[src/rtl/irq_pend_pkg.sv]
package irq_pend_pkg;
  localparam int unsigned REG_W    = 16;
  localparam int unsigned ID_W     = $clog2(REG_W);
  localparam int unsigned USR_N    = 6;
  localparam int unsigned IO_N     = 2;
  localparam int unsigned USR_LSB  = 7;
  localparam int unsigned IO_LSB   = USR_LSB + USR_N;
  localparam int unsigned PF_BIT   = IO_LSB + IO_N;
  localparam int unsigned IN_W     = USR_N + IO_N + 1;

  typedef logic [REG_W-1:0] word_t;
  typedef logic [ID_W-1:0]  id_t;

  function automatic word_t impl_bits();
    word_t m;
    m = '0;
    for (int i = USR_LSB; i <= PF_BIT; i++) m[i] = 1'b1;
    return m;
  endfunction

  localparam word_t IMPL_MASK = impl_bits();
  localparam word_t PF_ONEHOT = word_t'(1) << PF_BIT;
endpackage

[src/rtl/irq_sync.sv]
module irq_sync #(
  parameter int unsigned W       = 1,
  parameter int unsigned STAGES  = 2,
  parameter logic        RST_VAL = 1'b1
) (
  input  logic         clk_i,
  input  logic         rst_ni,
  input  logic [W-1:0] d_i,
  output logic [W-1:0] q_o
);
  logic [STAGES-1:0][W-1:0] stg_q;

  for (genvar s = 0; s < STAGES; s++) begin : g_stage
    logic [W-1:0] src;
    if (s == 0) begin : g_first
      assign src = d_i;
    end else begin : g_next
      assign src = stg_q[s-1];
    end
    always_ff @(posedge clk_i or negedge rst_ni) begin
      if (!rst_ni) stg_q[s] <= {W{RST_VAL}};
      else         stg_q[s] <= src;
    end
  end

  assign q_o = stg_q[STAGES-1];
endmodule

[src/rtl/irq_fall_det.sv]
module irq_fall_det #(
  parameter int unsigned W = 1
) (
  input  logic         clk_i,
  input  logic         rst_ni,
  input  logic [W-1:0] lvl_i,
  output logic [W-1:0] fall_o
);
  logic [W-1:0] prev_q;

  always_ff @(posedge clk_i or negedge rst_ni) begin
    if (!rst_ni) prev_q <= '1;
    else         prev_q <= lvl_i;
  end

  // high last cycle, low now
  assign fall_o = prev_q & ~lvl_i;
endmodule

[src/rtl/irq_prio_enc.sv]
module irq_prio_enc #(
  parameter int unsigned W   = 16,
  parameter int unsigned IDW = $clog2(W)
) (
  input  logic [W-1:0]   req_i,
  output logic           any_o,
  output logic [IDW-1:0] id_o
);
  always_comb begin
    any_o = 1'b0;
    id_o  = '0;
    // ascending scan: the last hit is the highest index
    for (int i = 0; i < W; i++) begin
      if (req_i[i]) begin
        any_o = 1'b1;
        id_o  = IDW'(i);
      end
    end
  end
endmodule

[src/rtl/irq_pend_ctrl.sv]
module irq_pend_ctrl
  import irq_pend_pkg::*;
#(
  parameter int unsigned SYNC_STAGES = 2
) (
  input  logic                clk_i,
  input  logic                rst_ni,
  input  logic [USR_N-1:0]    usr_irq_ni,
  input  logic [IO_N-1:0]     io_irq_ni,
  input  logic                pwr_fail_ni,
  input  logic                mask_we_i,
  input  logic [REG_W-1:0]    mask_wdata_i,
  output logic [REG_W-1:0]    mask_rdata_o,
  input  logic                clr_we_i,
  input  logic [REG_W-1:0]    clr_bits_i,
  output logic [REG_W-1:0]    pend_o,
  output logic                irq_o,
  output logic [ID_W-1:0]     irq_id_o
);
  logic [IN_W-1:0] raw_n, sync_n, fall;
  word_t           set_vec, clr_vec, pend_q, pend_d, mask_q, eff_mask;

  assign raw_n = {pwr_fail_ni, io_irq_ni, usr_irq_ni};

  irq_sync #(.W(IN_W), .STAGES(SYNC_STAGES), .RST_VAL(1'b1)) u_sync (
    .clk_i  (clk_i),
    .rst_ni (rst_ni),
    .d_i    (raw_n),
    .q_o    (sync_n)
  );

  irq_fall_det #(.W(IN_W)) u_fall (
    .clk_i  (clk_i),
    .rst_ni (rst_ni),
    .lvl_i  (sync_n),
    .fall_o (fall)
  );

  always_comb begin
    set_vec = '0;
    set_vec[USR_LSB +: USR_N] = fall[USR_N-1:0];
    set_vec[IO_LSB +: IO_N]   = fall[USR_N +: IO_N];
    set_vec[PF_BIT]           = ~sync_n[IN_W-1];  // level: held while asserted
  end

  assign clr_vec = clr_we_i ? (clr_bits_i & IMPL_MASK) : '0;
  assign pend_d  = ((pend_q & ~clr_vec) | set_vec) & IMPL_MASK;

  always_ff @(posedge clk_i or negedge rst_ni) begin
    if (!rst_ni) pend_q <= '0;
    else         pend_q <= pend_d;
  end

  always_ff @(posedge clk_i or negedge rst_ni) begin
    if (!rst_ni)        mask_q <= '0;
    else if (mask_we_i) mask_q <= mask_wdata_i & IMPL_MASK;
  end

  assign eff_mask = mask_q | PF_ONEHOT;

  irq_prio_enc #(.W(REG_W), .IDW(ID_W)) u_prio (
    .req_i (pend_q & eff_mask),
    .any_o (irq_o),
    .id_o  (irq_id_o)
  );

  assign pend_o       = pend_q;
  assign mask_rdata_o = mask_q;
endmodule

[config.mk]
export PLATFORM = sky130hd
export DESIGN_NAME = irq_pend_ctrl
export DESIGN_NICKNAME = d
export VERILOG_FILES = /design/src/rtl/irq_pend_pkg.sv /design/src/rtl/irq_sync.sv /design/src/rtl/irq_fall_det.sv /design/src/rtl/irq_prio_enc.sv /design/src/rtl/irq_pend_ctrl.sv
export SDC_FILE = /design/constraint.sdc
export NUM_CORES = 1
export LEC_CHECK = 0
export BUFFER_PORTS_ARGS = -buffer_cell sky130_fd_sc_hd__buf_2
export CAP_MARGIN = 20
export CORE_MARGIN = 4
export CORE_UTILIZATION = 44
export DETAILED_ROUTE_END_ITERATION = 8
export PLACE_DENSITY = 0.74
export SLEW_MARGIN = 20
export SYNTH_ARGS = -nofsm -noshare
export SYNTH_HDL_FRONTEND = slang
export SYNTH_SLANG_ARGS = --single-unit
[constraint.sdc]
create_clock -name clk_i -period 1 [get_ports clk_i]
set_input_delay 0 -clock clk_i [delete_from_list [all_inputs] [get_ports clk_i]]
set_output_delay 0 -clock clk_i [all_outputs]
set_load 0.03 [all_outputs]
==> flow_results.xml <==
<?xml version="1.0" encoding="UTF-8"?>
<metrics>
  <group name="final_layout">
    <metric name="layout.cells.most_common" unit="">sky130_fd_sc_hd__buf_6</metric>
    <metric name="final_core_util" unit="">0.7608</metric>
    <metric name="antennaDiodeCount" unit="">0</metric>
    <metric name="area.growth.synth_to_final" unit="%">60.99</metric>
    <metric name="final_area" unit="µm²">2639</metric>
    <metric name="design.final.nets" unit="">278</metric>
    <metric name="most_frequent_cells_in_the_layout" unit="">sky130_fd_sc_hd__buf_6, sky130_fd_sc_hd__buf_2, sky130_fd_sc_hd__dfstp_2, sky130_fd_sc_hd__nand2_1, sky130_fd_sc_hd__dlygate4sd3_1</metric>
    <metric name="layout-drive-gt1-share" unit="">0.5769</metric>
  </group>
  <group name="synth">
    <metric name="synth_cells" unit="">128</metric>
    <metric name="ys_ff_latch" unit="">44</metric>
    <metric name="ys_types" unit="">21</metric>
    <metric name="synth_edf_count" unit="">0</metric>
    <metric name="synth.avg_cell_area" unit="µm²">12.81</metric>
    <metric name="ys_seq_area_frac" unit="">0.6916</metric>
    <metric name="asyncSetResetFlopFracSynth" unit="">1.000</metric>
    <metric name="synth_warnings" unit="">0</metric>
    <metric name="netlist_area" unit="µm²">1639</metric>
    <metric name="postSynth.topFlopCell" unit="">sky130_fd_sc_hd__dfstp_2</metric>
  </group>
  <group name="worst_setup_path">
    <metric name="critPathRequiredTime" unit="ps">1000</metric>
    <metric name="worst_setup_path_startpoint" unit="">pend_o[12]</metric>
    <metric name="startpoint_type" unit="">flop</metric>
    <metric name="critical_path.endpoint_type" unit="">primary output</metric>
    <metric name="rr_endpoint" unit="">mask_rdata_o[7]</metric>
    <metric name="crit_fanout" unit="">3</metric>
    <metric name="critical_path.endpoint" unit="">irq_o</metric>
    <metric name="critical_path.reg2reg.startpoint" unit="">mask_rdata_o[7]</metric>
    <metric name="timing.critical_path.arrival" unit="ps">1490</metric>
    <metric name="r2r_setup_slack" unit="ps">-40</metric>
    <metric name="timing.setup.critical_path_class" unit="">reg2out</metric>
    <metric name="timing.reg2reg.worst_path_depth" unit="">3</metric>
  </group>
  <group name="pwr">
    <metric name="p_leak" unit="nW">1.252</metric>
    <metric name="clock_power_share" unit="">0.264</metric>
    <metric name="switching_share" unit="">0.2913</metric>
    <metric name="power_density" unit="nW/µm²">1621</metric>
    <metric name="power.share.sequential" unit="">0.478</metric>
    <metric name="ir_worst_vdd" unit="mV">1.166</metric>
    <metric name="internal-power" unit="mW">3.032</metric>
    <metric name="comb_power_share" unit="">0.257</metric>
    <metric name="power.switching" unit="mW">1.246</metric>
  </group>
  <group name="run_status">
    <metric name="status" unit="">complete, but fails checks</metric>
    <metric name="violated_checks" unit="">negative setup slack</metric>
  </group>
  <group name="placement">
    <metric name="dpl-instance-area" unit="µm²">2107</metric>
    <metric name="place.port_buffers" unit="">53</metric>
    <metric name="gp_congestion" unit="">0.7774</metric>
    <metric name="placement.setup.worst_slack" unit="ps">-225.1</metric>
    <metric name="hpwl_after_detailed_placement" unit="µm">2551</metric>
  </group>
  <group name="floorplan">
    <metric name="floorplan.die_area" unit="µm²">4766</metric>
    <metric name="fp.dieH" unit="µm">69.04</metric>
    <metric name="floorplan.rows" unit="">21</metric>
    <metric name="initial_core_util" unit="">0.4726</metric>
    <metric name="fp.coreArea" unit="µm²">3468</metric>
    <metric name="io-pin-count" unit="">82</metric>
    <metric name="die_x" unit="µm">69.04</metric>
  </group>
  <group name="global_routing">
    <metric name="grt_max_degree" unit="">45</metric>
    <metric name="grt.total_usage" unit="">0.1748</metric>
    <metric name="grt_pass1_wl" unit="µm">6479</metric>
    <metric name="antenna_found_initial" unit="">0</metric>
    <metric name="grt-ovfl-total" unit="">0</metric>
    <metric name="number_of_global_route_vias_before_repair" unit="">1317</metric>
  </group>
  <group name="routing">
    <metric name="detail_route.wirelength.met1" unit="µm">1707</metric>
    <metric name="wl_met3" unit="µm">243</metric>
    <metric name="route.vias.total" unit="">1325</metric>
    <metric name="dr.max_layer_used" unit="">met4</metric>
    <metric name="number_of_antenna_violating_nets_in_the_routed_design" unit="">0</metric>
    <metric name="first_pass_iters" unit="">4</metric>
    <metric name="drt_first_iter_violations" unit="">61</metric>
    <metric name="drcViolationCount" unit="">0</metric>
    <metric name="post_detailed_route_via_to_cell_ratio" unit="">4.732</metric>
    <metric name="detail_route.wl_per_cell" unit="µm">15.92</metric>
    <metric name="wl" unit="µm">4458</metric>
    <metric name="met2_wirelength" unit="µm">2394</metric>
  </group>
  <group name="clocking">
    <metric name="path_clk_slew" unit="ps">80</metric>
    <metric name="cts_root_buf" unit="">sky130_fd_sc_hd__clkbuf_8</metric>
    <metric name="clk-insertion-delay-late" unit="ps">290</metric>
    <metric name="cts_num_sinks" unit="">44</metric>
    <metric name="cts_max_level" unit="">2</metric>
    <metric name="ctsLongestPathBuffers" unit="">2</metric>
    <metric name="cts_tree" unit="">yes</metric>
    <metric name="total_clock_buffers_created_by_cts" unit="">5</metric>
  </group>
  <group name="sta">
    <metric name="max_clock_freq" unit="MHz">671.9</metric>
    <metric name="fin_tns_setup" unit="ps">-2374</metric>
    <metric name="setup_viol" unit="">7</metric>
    <metric name="report.final.slew_viol_count" unit="">0</metric>
    <metric name="finalCriticalPeriod" unit="ps">1488</metric>
    <metric name="final_critical_path_setup_slack" unit="ps">-488.2</metric>
    <metric name="fin_worst_skew" unit="ps">9.184</metric>
    <metric name="rsz0062_at_grt" unit="">true</metric>
    <metric name="finalHoldViolCount" unit="">0</metric>
    <metric name="final.period_utilization" unit="">1.488</metric>
  </group>
  <group name="job">
    <metric name="maxCapViolCount" unit="">0</metric>
  </group>
  <group name="hold_path">
    <metric name="worst_hold_path_type" unit="">in2reg</metric>
  </group>
</metrics>
-- per-layer routing --
metal / track usage / vias to the layer above
met5: 0 / -
met4: 0.08894 / 0
met3: 0.04942 / 10
met2: 0.3083 / 62
met1: 0.1894 / 658
li1: - / 595
-- cell families (layout without fill, tap and decap cells) --
group | count (synthesis) | count (layout) | share of synthesized area
other | 1 | 14 | 0.002288
AND/OR/NAND/NOR | 31 | 31 | 0.08168
buffers and inverters | 24 | 117 | 0.08855
AO/OA/AOI/OAI | 19 | 19 | 0.07404
multiplexers | 9 | 9 | 0.06183
flip-flops | 44 | 44 | 0.6916
-- through the flow --
step / std cells / hold slack (ps) / power [mW]
after floorplan: 141 / -295.6 / 2.552
after global placement: 246 / -16.40 / 2.867
after detailed placement: 246 / -10.88 / 2.892
after CTS: 279 / 15.36 / 4.165
after global routing: 280 / 3.640 / 4.451
final: 280 / 9.646 / 4.278
-- layout make-up --
type	count	area [µm²]
Timing Repair Buffer	101	879.6
Clock buffer	6	82.58
Fill cell	204	829.5
Sequential cell	44	1145
Tap cell	46	57.56
Multi-Input combinational cell	73	434.2
Clock inverter	2	10.01
Inverter	8	30.03
-- sequential cells by signal (all words and copies together), names as in the netlist --
name / count
u_fall.prev_q: 8
mask_rdata_o: 9
pend_o: 9
u_sync.q_o: 9
u_sync.g_stage.src: 9
-- power groups by stage --
stage	Combinational (mW)	Clock, mW	Sequential (mW)
floorplan	0.329	0	2.22
global placement	0.819	0	2.05
detailed placement	0.833	0	2.06
CTS	0.997	1.14	2.03
global route	1.16	1.23	2.06
finish	1.10	1.13	2.05
-- Yosys cell counts (2+ instances only) --
master / count / share of area
sky130_fd_sc_hd__inv_1: 8 / 0.018
sky130_fd_sc_hd__buf_4: 14 / 0.064
sky130_fd_sc_hd__a22o_1: 3 / 0.016
sky130_fd_sc_hd__o21ai_0: 9 / 0.027
sky130_fd_sc_hd__dfstp_2: 26 / 0.42
sky130_fd_sc_hd__buf_2: 2 / 0.0061
sky130_fd_sc_hd__dfrtp_1: 18 / 0.27
sky130_fd_sc_hd__a31oi_1: 2 / 0.0076
sky130_fd_sc_hd__mux2_2: 9 / 0.062
sky130_fd_sc_hd__nand2_1: 26 / 0.060
-- worst min-delay path by stage --
stage / from / to / slack, ps / cells after the start
3_5_place_dp: rst_ni / mask_rdata_o[11] / -10 / 2
6_report: clr_bits_i[12] / pend_o[12] / 10 / 4
2_1_floorplan: rst_ni / mask_rdata_o[10] / -300 / 0
5_1_grt: clr_bits_i[12] / pend_o[12] / 4 / 4
4_1_cts: clr_bits_i[12] / pend_o[12] / 20 / 4
3_3_place_gp: rst_ni / pend_o[9] / -20 / 2
-- what timing repair did --
action	4_1_cts	5_1_grt
hold buffers	25	0
setup buffers	2	3
gates cloned	0	0
endpoints found under the hold margin	68	0
endpoints found under the setup margin	20	22
gates resized for setup	33	25
pin swaps	2	3
-- worst max-delay path: stages (launching register included) --
cell and delay [ps]:
sky130_fd_sc_hd__dfrtp_2 430, sky130_fd_sc_hd__a22o_1 240, sky130_fd_sc_hd__nor3b_2 170, sky130_fd_sc_hd__buf_4 150, sky130_fd_sc_hd__nand3_2 60, sky130_fd_sc_hd__buf_6 140
No activity file was read; power rests on OpenSTA's default activity.
